`src/rtl/clk_src_pkg.sv`:
```
package clk_src_pkg;
  localparam int SEL_W    = 3;
  localparam int STAT_LSB = 4;
  localparam int OFF_EN   = 'h00;
  localparam int OFF_STAT = 'h08;
  localparam int OFF_CFG  = 'h0C;
  localparam logic [SEL_W-1:0] SRC_HS = 3'd0;
  localparam logic [SEL_W-1:0] SRC_LS = 3'd1;

  typedef struct packed {
    logic enWr;     // load enable bit
    logic enVal;    // value to load
    logic selWr;    // load select field
    logic statusWr; // commit select into status
    logic readyWr;  // copy enable into ready flag
  } ctlStrobes_t;
endpackage

```
`src/rtl/clk_src_ctl.sv`:
```
module clk_src_ctl
  import clk_src_pkg::*;
#(
  parameter int ADDR_W      = 8,
  parameter int START_TICKS = 16,
  parameter int STOP_TICKS  = 6
) (
  input  logic              clk,
  input  logic              rstN,
  input  logic [ADDR_W-1:0] busAddr,
  input  logic              busWe,
  input  logic              wrEnBit,
  input  logic              hsTick,
  input  logic              enQ,
  input  logic              readyQ,
  input  logic [SEL_W-1:0]  selQ,
  input  logic [SEL_W-1:0]  statusQ,
  output ctlStrobes_t       strobes
);
  localparam int MAX_TICKS = (START_TICKS > STOP_TICKS) ? START_TICKS : STOP_TICKS;
  localparam int CNT_W     = $clog2(MAX_TICKS + 1);

  logic [CNT_W-1:0] tickCnt;
  logic [CNT_W-1:0] tickLimit;
  logic hitEn, hitCfg, guardHs, targetOk, settling, lastTick;

  assign hitEn     = busWe && (busAddr == ADDR_W'(OFF_EN));
  assign hitCfg    = busWe && (busAddr == ADDR_W'(OFF_CFG));
  assign guardHs   = (statusQ == SRC_HS) || (selQ == SRC_HS);
  assign targetOk  = (selQ == SRC_LS) || ((selQ == SRC_HS) && readyQ);
  assign settling  = (enQ != readyQ);
  assign tickLimit = enQ ? CNT_W'(START_TICKS - 1) : CNT_W'(STOP_TICKS - 1);
  assign lastTick  = settling && hsTick && (tickCnt == tickLimit);

  always_comb begin
    strobes          = '0;
    strobes.enWr     = hitEn && (wrEnBit || !guardHs);
    strobes.enVal    = wrEnBit;
    strobes.selWr    = hitCfg;
    strobes.statusWr = (selQ != statusQ) && targetOk;
    strobes.readyWr  = lastTick;
  end

  always_ff @(posedge clk or negedge rstN) begin
    if (!rstN) begin
      tickCnt <= '0;
    end else if (!settling || lastTick) begin
      tickCnt <= '0;
    end else if (hsTick) begin
      tickCnt <= tickCnt + 1'b1;
    end
  end
endmodule

```
`src/rtl/clk_src_dp.sv`:
```
module clk_src_dp
  import clk_src_pkg::*;
#(
  parameter int ADDR_W = 8,
  parameter int DATA_W = 32
) (
  input  logic              clk,
  input  logic              rstN,
  input  ctlStrobes_t       strobes,
  input  logic [SEL_W-1:0]  selIn,
  input  logic [ADDR_W-1:0] busAddr,
  output logic              enQ,
  output logic              readyQ,
  output logic [SEL_W-1:0]  selQ,
  output logic [SEL_W-1:0]  statusQ,
  output logic [DATA_W-1:0] busRdata
);
  always_ff @(posedge clk or negedge rstN) begin
    if (!rstN) begin
      enQ     <= 1'b1;
      readyQ  <= 1'b1;
      selQ    <= SRC_HS;
      statusQ <= SRC_HS;
    end else begin
      if (strobes.enWr)     enQ     <= strobes.enVal;
      if (strobes.readyWr)  readyQ  <= enQ;
      if (strobes.selWr)    selQ    <= selIn;
      if (strobes.statusWr) statusQ <= selQ;
    end
  end

  always_comb begin
    busRdata = '0;
    if (busAddr == ADDR_W'(OFF_EN)) begin
      busRdata[0] = enQ;
    end else if (busAddr == ADDR_W'(OFF_STAT)) begin
      busRdata[0] = readyQ;
    end else if (busAddr == ADDR_W'(OFF_CFG)) begin
      busRdata[SEL_W-1:0]          = selQ;
      busRdata[STAT_LSB +: SEL_W]  = statusQ;
    end
  end
endmodule

```
`src/rtl/clk_src_switch.sv`:
```
module clk_src_switch
  import clk_src_pkg::*;
#(
  parameter int ADDR_W      = 8,
  parameter int START_TICKS = 16,
  parameter int STOP_TICKS  = 6
) (
  input  logic              clk,
  input  logic              rstN,
  input  logic [ADDR_W-1:0] busAddr,
  input  logic              busWe,
  input  logic [31:0]       busWdata,
  output logic [31:0]       busRdata,
  input  logic              hsTick,
  output logic              hsOscEn,
  output logic              sysSrcLow
);
  ctlStrobes_t      strobes;
  logic             enQ, hsReadyQ;
  logic [SEL_W-1:0] selQ, statusQ;
  logic             unusedWdata;

  assign unusedWdata = ^busWdata[31:SEL_W];

  clk_src_ctl #(
    .ADDR_W(ADDR_W), .START_TICKS(START_TICKS), .STOP_TICKS(STOP_TICKS)
  ) u_ctl (
    .clk(clk), .rstN(rstN), .busAddr(busAddr), .busWe(busWe),
    .wrEnBit(busWdata[0]), .hsTick(hsTick), .enQ(enQ), .readyQ(hsReadyQ),
    .selQ(selQ), .statusQ(statusQ), .strobes(strobes)
  );

  clk_src_dp #(.ADDR_W(ADDR_W), .DATA_W(32)) u_dp (
    .clk(clk), .rstN(rstN), .strobes(strobes), .selIn(busWdata[SEL_W-1:0]),
    .busAddr(busAddr), .enQ(enQ), .readyQ(hsReadyQ), .selQ(selQ),
    .statusQ(statusQ), .busRdata(busRdata)
  );

  assign hsOscEn   = enQ;
  assign sysSrcLow = (statusQ == SRC_LS);
endmodule

```
`config.mk`:
```
export PLATFORM = sky130hd
export DESIGN_NAME = clk_src_switch
export DESIGN_NICKNAME = d
export VERILOG_FILES = /design/src/rtl/clk_src_pkg.sv /design/src/rtl/clk_src_ctl.sv /design/src/rtl/clk_src_dp.sv /design/src/rtl/clk_src_switch.sv
export SDC_FILE = /design/constraint.sdc
export NUM_CORES = 1
export LEC_CHECK = 0
export BUFFER_PORTS_ARGS = -buffer_cell sky130_fd_sc_hd__buf_4
export CAP_MARGIN = 20
export CORE_ASPECT_RATIO = 0.6
export CORE_MARGIN = 2
export CORE_UTILIZATION = 26
export DETAILED_ROUTE_END_ITERATION = 8
export HOLD_SLACK_MARGIN = 0.06
export PLACE_DENSITY = 0.58
export SLEW_MARGIN = 20
export SYNTH_ARGS = -nofsm -noshare
export SYNTH_HDL_FRONTEND = slang
export SYNTH_SLANG_ARGS = --single-unit
export TNS_END_PERCENT = 5
```
`constraint.sdc`:
```
create_clock -name clk -period 1.6 [get_ports clk]
set_input_delay 0.24 -clock clk [delete_from_list [all_inputs] [get_ports clk]]
set_output_delay 0.24 -clock clk [all_outputs]
set_load 0.005 [all_outputs]
```
# == Yosys cells after proc, flatten, opt, wreduce, memory -nomap -nowiden ==
# Cells that the tools add are included.
# totals
out_inout_bits,34
wordCells,41
reg_bits,13
# classes
muxes,11
n_reduce_logical,17
n_addsub,1
n_eq_ne,7
# ops
operator,count
equality test 8 x 4 -> 1 bit (second input constant),2
2-to-1 mux 3 bit,4
2-to-1 mux 5 bit,2
zero test 8 bit,1
logical AND 1 bit,7
equality test 3 x 1 -> 1 bit (second input constant),2
zero test 3 bit,2
adder 5 x 1 -> 5 bit (second input constant),1
equality test 5 bit,1
logical OR 1 bit,4
2-to-1 mux 2 bit,2
2-to-1 mux 4 bit,1
inequality test 3 bit,1
zero test 1 bit,2
2-to-1 mux 1 bit,2
nonzero test 2 bit,1
inequality test 1 bit,1

# == Longest topological paths before layout ==
# Gate-level depths: netlist of the first run.
# depth
depth_word,5
ltp_mapped,4

# == Cells and area by module ==
# Synthesis of the first run repeated with hierarchy kept, for this count alone.
# hier_totals
cells_unflattened,98
area_unflattened_um2,967.2
# modules_own_cells
mod,instances,seq_area_each_um2,cells_per_inst,area_per_inst_um2
clk_src_dp,1,202.7,55,588.1
clk_src_ctl,1,125.1,42,366.6
clk_src_switch,1,0.0,1,12.5

# == Least setup slack after synthesis of the first run ==
# Ideal clock, no wire load.
# synth_timing
kind,flip-flop to output port
start,reg u_dp.readyQ
end,out busRdata[0]
path_stages_with_launch,5
required_time_ns,1.360
slack_ns,0.260
t_arrival_ns,1.100
cell_sequence,dfstp_2 > clkbuf_1 > mux2i_1 > o2bb2ai_1 > and2_1
# synth_between
elab_chain_cells,2
# synth_rtl
item,line_no,text
from (decl),clk_src_dp.sv:13,"output logic readyQ,"
from (signal assigned),clk_src_dp.sv:26,if (strobes.readyWr) readyQ <= enQ;
2-to-1 mux 1 bit,clk_src_dp.sv:36,end else if (busAddr == ADDR_W'(OFF_STAT)) begin
2-to-1 mux 1 bit,clk_src_dp.sv:34,if (busAddr == ADDR_W'(OFF_EN)) begin
to (decl),clk_src_switch.sv:13,"output logic [31:0] busRdata,"
# Every way passes these cells.

# == Final worst setup path of the first run ==
# layout_timing
start,reg u_dp.enQ
end,out busRdata[0]
# layout_between
elab_chain_cells,1
# layout_rtl
item,line_no,text
from (decl),clk_src_dp.sv:12,"output logic enQ,"
from (signal assigned),clk_src_dp.sv:25,if (strobes.enWr) enQ <= strobes.enVal;
2-to-1 mux 1 bit,clk_src_dp.sv:34,
# Every way passes these cells.

==> results.ini, run 1 <==
[floorplanning]
pin_count=78
die_area_mm2=0.00412
die_x_um=81.5
die_height_um=50.5
placeable_core_region_mm2=0.00334
initial_core_util_pct=28.0
row_count=16

[pwr]
power.ir.vdd_worst_v=0.000340
total_leakage_power_nw=0.575
power-per-cell-area_mw_per_mm2=778
p_total_mw=0.876

[setup_path]
worstPathRequired_ns=1.36
cp_data_arrival_time_ns=1.29
rr_startpoint=u_ctl.tickCnt[4]
endpoint_kind=output pin
critical_path_cell_by_cell=mux2i_1 > o2bb2ai_1 > and2_1 > buf_4
crit_path_max_fanout=7
worstSetupStartpointType=register
worst-r2r-cell-count=3
crit_path_launch=u_dp.enQ
criticalPathCategory=reg2out
slowest_stage_cell_cp=dfstp_2
cpPeakStageDelay_ns=0.58

[drt]
detail_route.first_pass.iterations=4
vias_per_instance=4.09
antenna_viol_nets_final=0
via_count=691
routedWlPerCell_um=10.9
post-route-drc-count=0
detail_route.iter0.violations=46
finalWirelength_um=1840

[clock_network]
htreeDepth=1
numCtsBuffers=3
clk_path_buf_depth=2
cts-root-buf=clkbuf_8
clk_latency_ns=0.24
cts_num_sinks=13
cts_tree=built
cts.repair.resized=0
path_clk_slew_ns=0.05

[logic_synthesis]
postSynth.asyncResetShare_pct=100
post-synth-top-area-cell=dfrtp_1
synth-seq-area-share_pct=35.0
count_of_mapped_cells_out_of_synthesis=97
postSynthAreaPerCell_um2=9.66
yosys_warnings=0
synth.lib_cells_used.distinct=34
netlist_area_um2=937
synth.ff_latch_count=13
synth_flop_cell=dfrtp_1
synth_area_leaders=dfrtp_1 (29%), buf_4 (21%), dfstp_2 (5.6%), mux2_2 (3.6%), and3_1 (3.3%)
synth_top_cell_area_share_pct=29.4
synth_edf_count=0

[cells_and_area]
layout_overhead_on_the_synthesized_area_pct=20.2
layout.cells.most_common_list=conb_1 (26), buf_4 (25), dfrtp_1 (11), and3_1 (5)
drive_gt1_share_pct=29.8
diodes=0
most_frequent_standard_cell_in_the_layout_excluding_fill_and_tap_cells=conb_1
final_cell_count_no_fill=169
finalNetCount=170

[global_route]
number_of_antenna_violations_at_the_first_check_in_global_routing=0
groute.usage.overall_pct=8.99
first_global_vias=579
grt_first_pass_wirelength_um=2750
globalRoute.totalOverflow=0
grt_start_max_net_pins=14

[place]
placedCellCount=163
globalplace.congestion=0.698
hpwlAfterDp_um=1450
numPortBuffers=22

[timing]
shortest_period_the_worst_path_allows_ns=1.53
finalCritPeriodShare_pct=95.9
unrepaired_setup_endpoints_after_global_routing=false
timing.setup.tns_ns=0
fmax_mhz=652
worst_clock_skew_ns=0.00107
final_layout_worst_hold_slack_ns=0.226
hold_violations=0
report.final.setup_viol=0
final_max_slew_viol_count=0

[min_path]
hp-start=busWdata[1]
worst_hold_path_type=in2reg
timing.hold.worst_path_depth=2

[run]
maxCapViolCount=0

[run_status]
outcome=complete, no violations

repair_timing:
action	CTS	global route
setup endpoints to repair	0	1
endpoints found under the hold margin	13	0
hold buffers	1	0
buffers inserted	0	1
metrics by stage:
step / util (%) / cell area [µm²] / setup slack (ns)
final: 33.7 / 1130 / 0.0659
after CTS: 33.5 / 1120 / 0.00854
after global placement: 31.8 / 1060 / 0.215
after floorplan: - / 1030 / 0.260
after global routing: 33.7 / 1130 / 0.00346
after detailed placement: 31.8 / 1060 / 0.192
cell usage after synthesis (2+ instances only):
cell	count
nor3b_1	2
xor2_1	3
mux2i_1	2
o21ai_0	3
nand4_1	3
nor2_1	3
dfstp_2	2
nor3_1	2
a22o_1	2
and2_1	3
nand2_1	4
mux2_2	3
and3_1	5
buf_4	26
dfrtp_1	11
a21oi_1	4
xnor2_1	2
area by class of cell:
cell class | count | area (µm²)
multi-input combinational | 80 | 495
tap | 45 | 56.3
timing repair buffer | 26 | 198
fill | 351 | 2220
inverter | 1 | 3.75
sequential | 13 | 328
clock buffer | 4 | 45.0
layer usage:
metal / track usage [%] / up-vias / wire, µm
li1: - / 342 / -
met1: 12.3 / 320 / 844
met4: 1.69 / 0 / 11
met5: 0 / - / 0
met2: 12.7 / 27 / 845
met3: 4.50 / 2 / 135
flip-flops by register name (all words and copies together) (netlist names):
name           flops
u_ctl.tickCnt      5
u_dp.enQ           1
u_dp.statusQ       3
u_dp.readyQ        1
u_dp.selQ          3
report_power, final:
group | internal [mW] | switching [mW] | total [mW]
clock | 0.176 | 0.118 | 0.294
combinational | 0.0939 | 0.104 | 0.198
sequential | 0.360 | 0.0244 | 0.385
total | 0.630 | 0.246 | 0.876
kinds of logic (layout without fill, tap and decap cells):
kind of cell | count (synthesis) | count (layout) | share of synthesized area (%)
muxes | 5 | 5 | 5.74
xor gates and xnor gates | 5 | 5 | 4.67
adders and majority gates | 1 | 1 | 1.33
buffers and inverters | 29 | 31 | 22.2
AOI/OAI and AO/OA | 13 | 13 | 9.75
and+or+nand+nor | 30 | 30 | 21.0
DFF | 13 | 13 | 35.0
other | 1 | 26 | 0.400
path summary, 6_finish.rpt:
check	end	slack (ns)
setup / recovery	busRdata[0]	0.07
setup reg to reg	u_ctl.tickCnt[4]	0.21
hold / removal	u_dp.selQ[1]	0.23
min in group asynchronous	u_dp.selQ[1]	0.38
hold reg to reg	u_dp.statusQ[2]	0.54
max in group asynchronous	u_dp.readyQ	0.98
critical path: cells and delay by family (launching register included):
| family | cells | cell delay, ns |
|---|---|---|
| compound gates | 1 | 0.13 |
| buf+inv | 1 | 0.11 |
| flops | 1 | 0.58 |
| mux | 1 | 0.09 |
| simple gates | 1 | 0.14 |
Power figures use the tool's default switching activity.
==> run 2: changes to the inputs <==
- BUFFER_PORTS_ARGS: -buffer_cell sky130_fd_sc_hd__buf_4 -> not set
- DONT_BUFFER_PORTS: not set -> 1
- PLACE_DENSITY: 0.58 -> 0.39
==> results.ini, run 2 (synthesis results as in run 1) <==
[min_path]
worst_hold_path_type=in2reg
timing.hold.worst_path_depth=2  ; unchanged

[floorplanning]
placeable_core_region_mm2=0.00334  ; unchanged
die_height_um=50.5  ; unchanged
die_x_um=81.5  ; unchanged
pin_count=78  ; unchanged
die_area_mm2=0.00412  ; unchanged
row_count=16  ; unchanged
initial_core_util_pct=28.0  ; unchanged

[setup_path]
criticalPathCategory=reg2out
cp_data_arrival_time_ns=1.24  ; -0.05 ns
worstPathRequired_ns=1.36  ; about the same
endpoint_kind=output pin
crit_path_launch=u_dp.readyQ
rr_startpoint=u_ctl.tickCnt[4]
crit_path_max_fanout=8  ; +1
worstSetupStartpointType=register
crit_path_end=busRdata[0]
r2r_slack_ns=0.18  ; -0.03 ns
worst-r2r-cell-count=3  ; unchanged
critical_path.reg2reg.endpoint=u_ctl.tickCnt[0]

[place]
hpwlAfterDp_um=1440  ; -0.41%
pre_cts_slack_ns=0.206  ; +0.0136 ns
globalplace.congestion=0.770  ; +10%
numPortBuffers=0  ; -100%
placedCellCount=139  ; -15%

[timing]
shortest_period_the_worst_path_allows_ns=1.48  ; -0.0526 ns
timing.setup.tns_ns=0  ; unchanged
relSlewSlack_pct=59.7
fmax_mhz=675  ; +3.5%
worst_slack_ns=0.118  ; +0.0526 ns
max_slew.worst_pin.slew_ns=0.603
final_max_slew_viol_count=0  ; unchanged
unrepaired_setup_endpoints_after_global_routing=false
hold_violations=0  ; unchanged
worst_clock_skew_ns=0.00294  ; +0.00187 ns
report.final.setup_viol=0  ; unchanged
finalCritPeriodShare_pct=92.6  ; -3.3 points

[drt]
post-route-drc-count=0  ; unchanged
vias_per_instance=4.25  ; +3.9%
routedWlPerCell_um=12.3  ; +14%
antenna_viol_nets_final=0  ; unchanged
finalWirelength_um=1780  ; -3.3%
detail_route.first_pass.iterations=4  ; unchanged
via_count=612  ; -11%
detail_route.iter0.violations=72  ; +57%

[cells_and_area]
multiInputGateArea_um2=495  ; unchanged
drive_gt1_share_pct=13.1  ; -17 points
top_register=u_ctl.tickCnt
seqCellArea_um2=328  ; unchanged
finalNetCount=145  ; -15%
layout_overhead_on_the_synthesized_area_pct=0.267
layout.cells.most_common_list=conb_1 (26), dfrtp_1 (11), and3_1 (5), nand2_1 (4), a21oi_1 (4)
final_core_util_pct=28.1  ; -5.6 points
largest_register_ff_count=5  ; unchanged
fillCellCount=365  ; +4.0%
diodes=0  ; unchanged
most_frequent_standard_cell_in_the_layout_excluding_fill_and_tap_cells=conb_1
final_cell_count_no_fill=144  ; -15%
top_registers=u_ctl.tickCnt (5), u_dp.selQ (3), u_dp.statusQ (3)

[clock_network]
postCtsHoldBufs=1  ; unchanged
path_clk_slew_ns=0.05  ; about the same
cts_post_setup_buffers_inserted=0  ; unchanged
clk_latency_ns=0.24  ; about the same
cts_tree=built
cts_num_sinks=13  ; unchanged
numCtsBuffers=3  ; unchanged
clk_path_buf_depth=2  ; unchanged
cts.repair.resized=0  ; unchanged
cts-root-buf=clkbuf_8
htreeDepth=1  ; unchanged

[global_route]
globalRoute.totalOverflow=0  ; unchanged
grt_start_max_net_pins=14  ; unchanged
number_of_antenna_violations_at_the_first_check_in_global_routing=0  ; unchanged
grt_first_pass_wirelength_um=2710  ; -1.3%
first_global_vias=538  ; -7.1%
groute.usage.overall_pct=8.94  ; -0.049 points

[pwr]
power.internal_mw=0.590  ; -6.4%
power_frac_clock_pct=35.4  ; +1.9 points
power-per-cell-area_mw_per_mm2=877  ; +13%
total_leakage_power_nw=0.454  ; -21%
switching_share_pct=28.4  ; +0.35 points
sequentialPowerShare_pct=49.2  ; +5.3 points
power.ir.vdd_worst_v=0.000331  ; -2.6%
power_switching_mw=0.234  ; -4.8%
p_comb_share_pct=15.5  ; -7.1 points

[run_status]
outcome=complete, no violations

[run]
maxCapViolCount=0  ; unchanged

## run 2: worst min path at each step
stage | start | end | slack (ns)
5_1_grt | busWdata[0] | u_dp.selQ[0] | 0.13
2_1_floorplan | rstN | u_ctl.tickCnt[0] | -0.06
4_1_cts | busWdata[0] | u_dp.enQ | 0.12
3_3_place_gp | rstN | u_ctl.tickCnt[0] | -0.06
6_report | busWdata[0] | u_dp.enQ | 0.12
3_5_place_dp | rstN | u_ctl.tickCnt[0] | -0.06
## run 2: critical path, cell delays in order, from the launching register on
cell and delay [ns]:
dfstp_2 0.62, mux2i_1 0.10, o2bb2ai_1 0.13, and2_1 0.16
## run 2: layer usage
layer | share of wire (%) | vias to the layer above | global-route usage [%]
met5 | 0 | - | 0
met4 | 1.1 | 0 | 2.54
met3 | 4.8 | 2 | 2.52
met2 | 44 | 24 | 12.2
met1 | 50 | 299 | 13.5
li1 | - | 287 | -
## run 2: power groups by stage
stage	Combinational, mW	Clock, mW	Sequential (mW)
floorplan	0.171	0	0.380
global placement	0.115	0	0.409
detailed placement	0.119	0	0.411
CTS	0.128	0.304	0.405
global route	0.150	0.321	0.410
finish	0.128	0.291	0.405
## run 2: per-stage QoR
stage / hold WS (ns) / cell area (µm²) / total power, mW
after global placement: -0.0553 / 883 / 0.525
after floorplan: -0.0556 / 1030 / 0.551
after global routing: 0.132 / 940 / 0.880
final: 0.123 / 940 / 0.824
after detailed placement: -0.0552 / 883 / 0.530
after CTS: 0.119 / 940 / 0.837
## run 2: layout make-up
cell class                 instances  area share, %
tap                               45           5.99
inverter                           1          0.399
multi-input combinational         80           52.7
clock inverter                     1          0.533
timing repair buffer               1           1.07
clock buffer                       3           4.39
sequential                        13           34.9
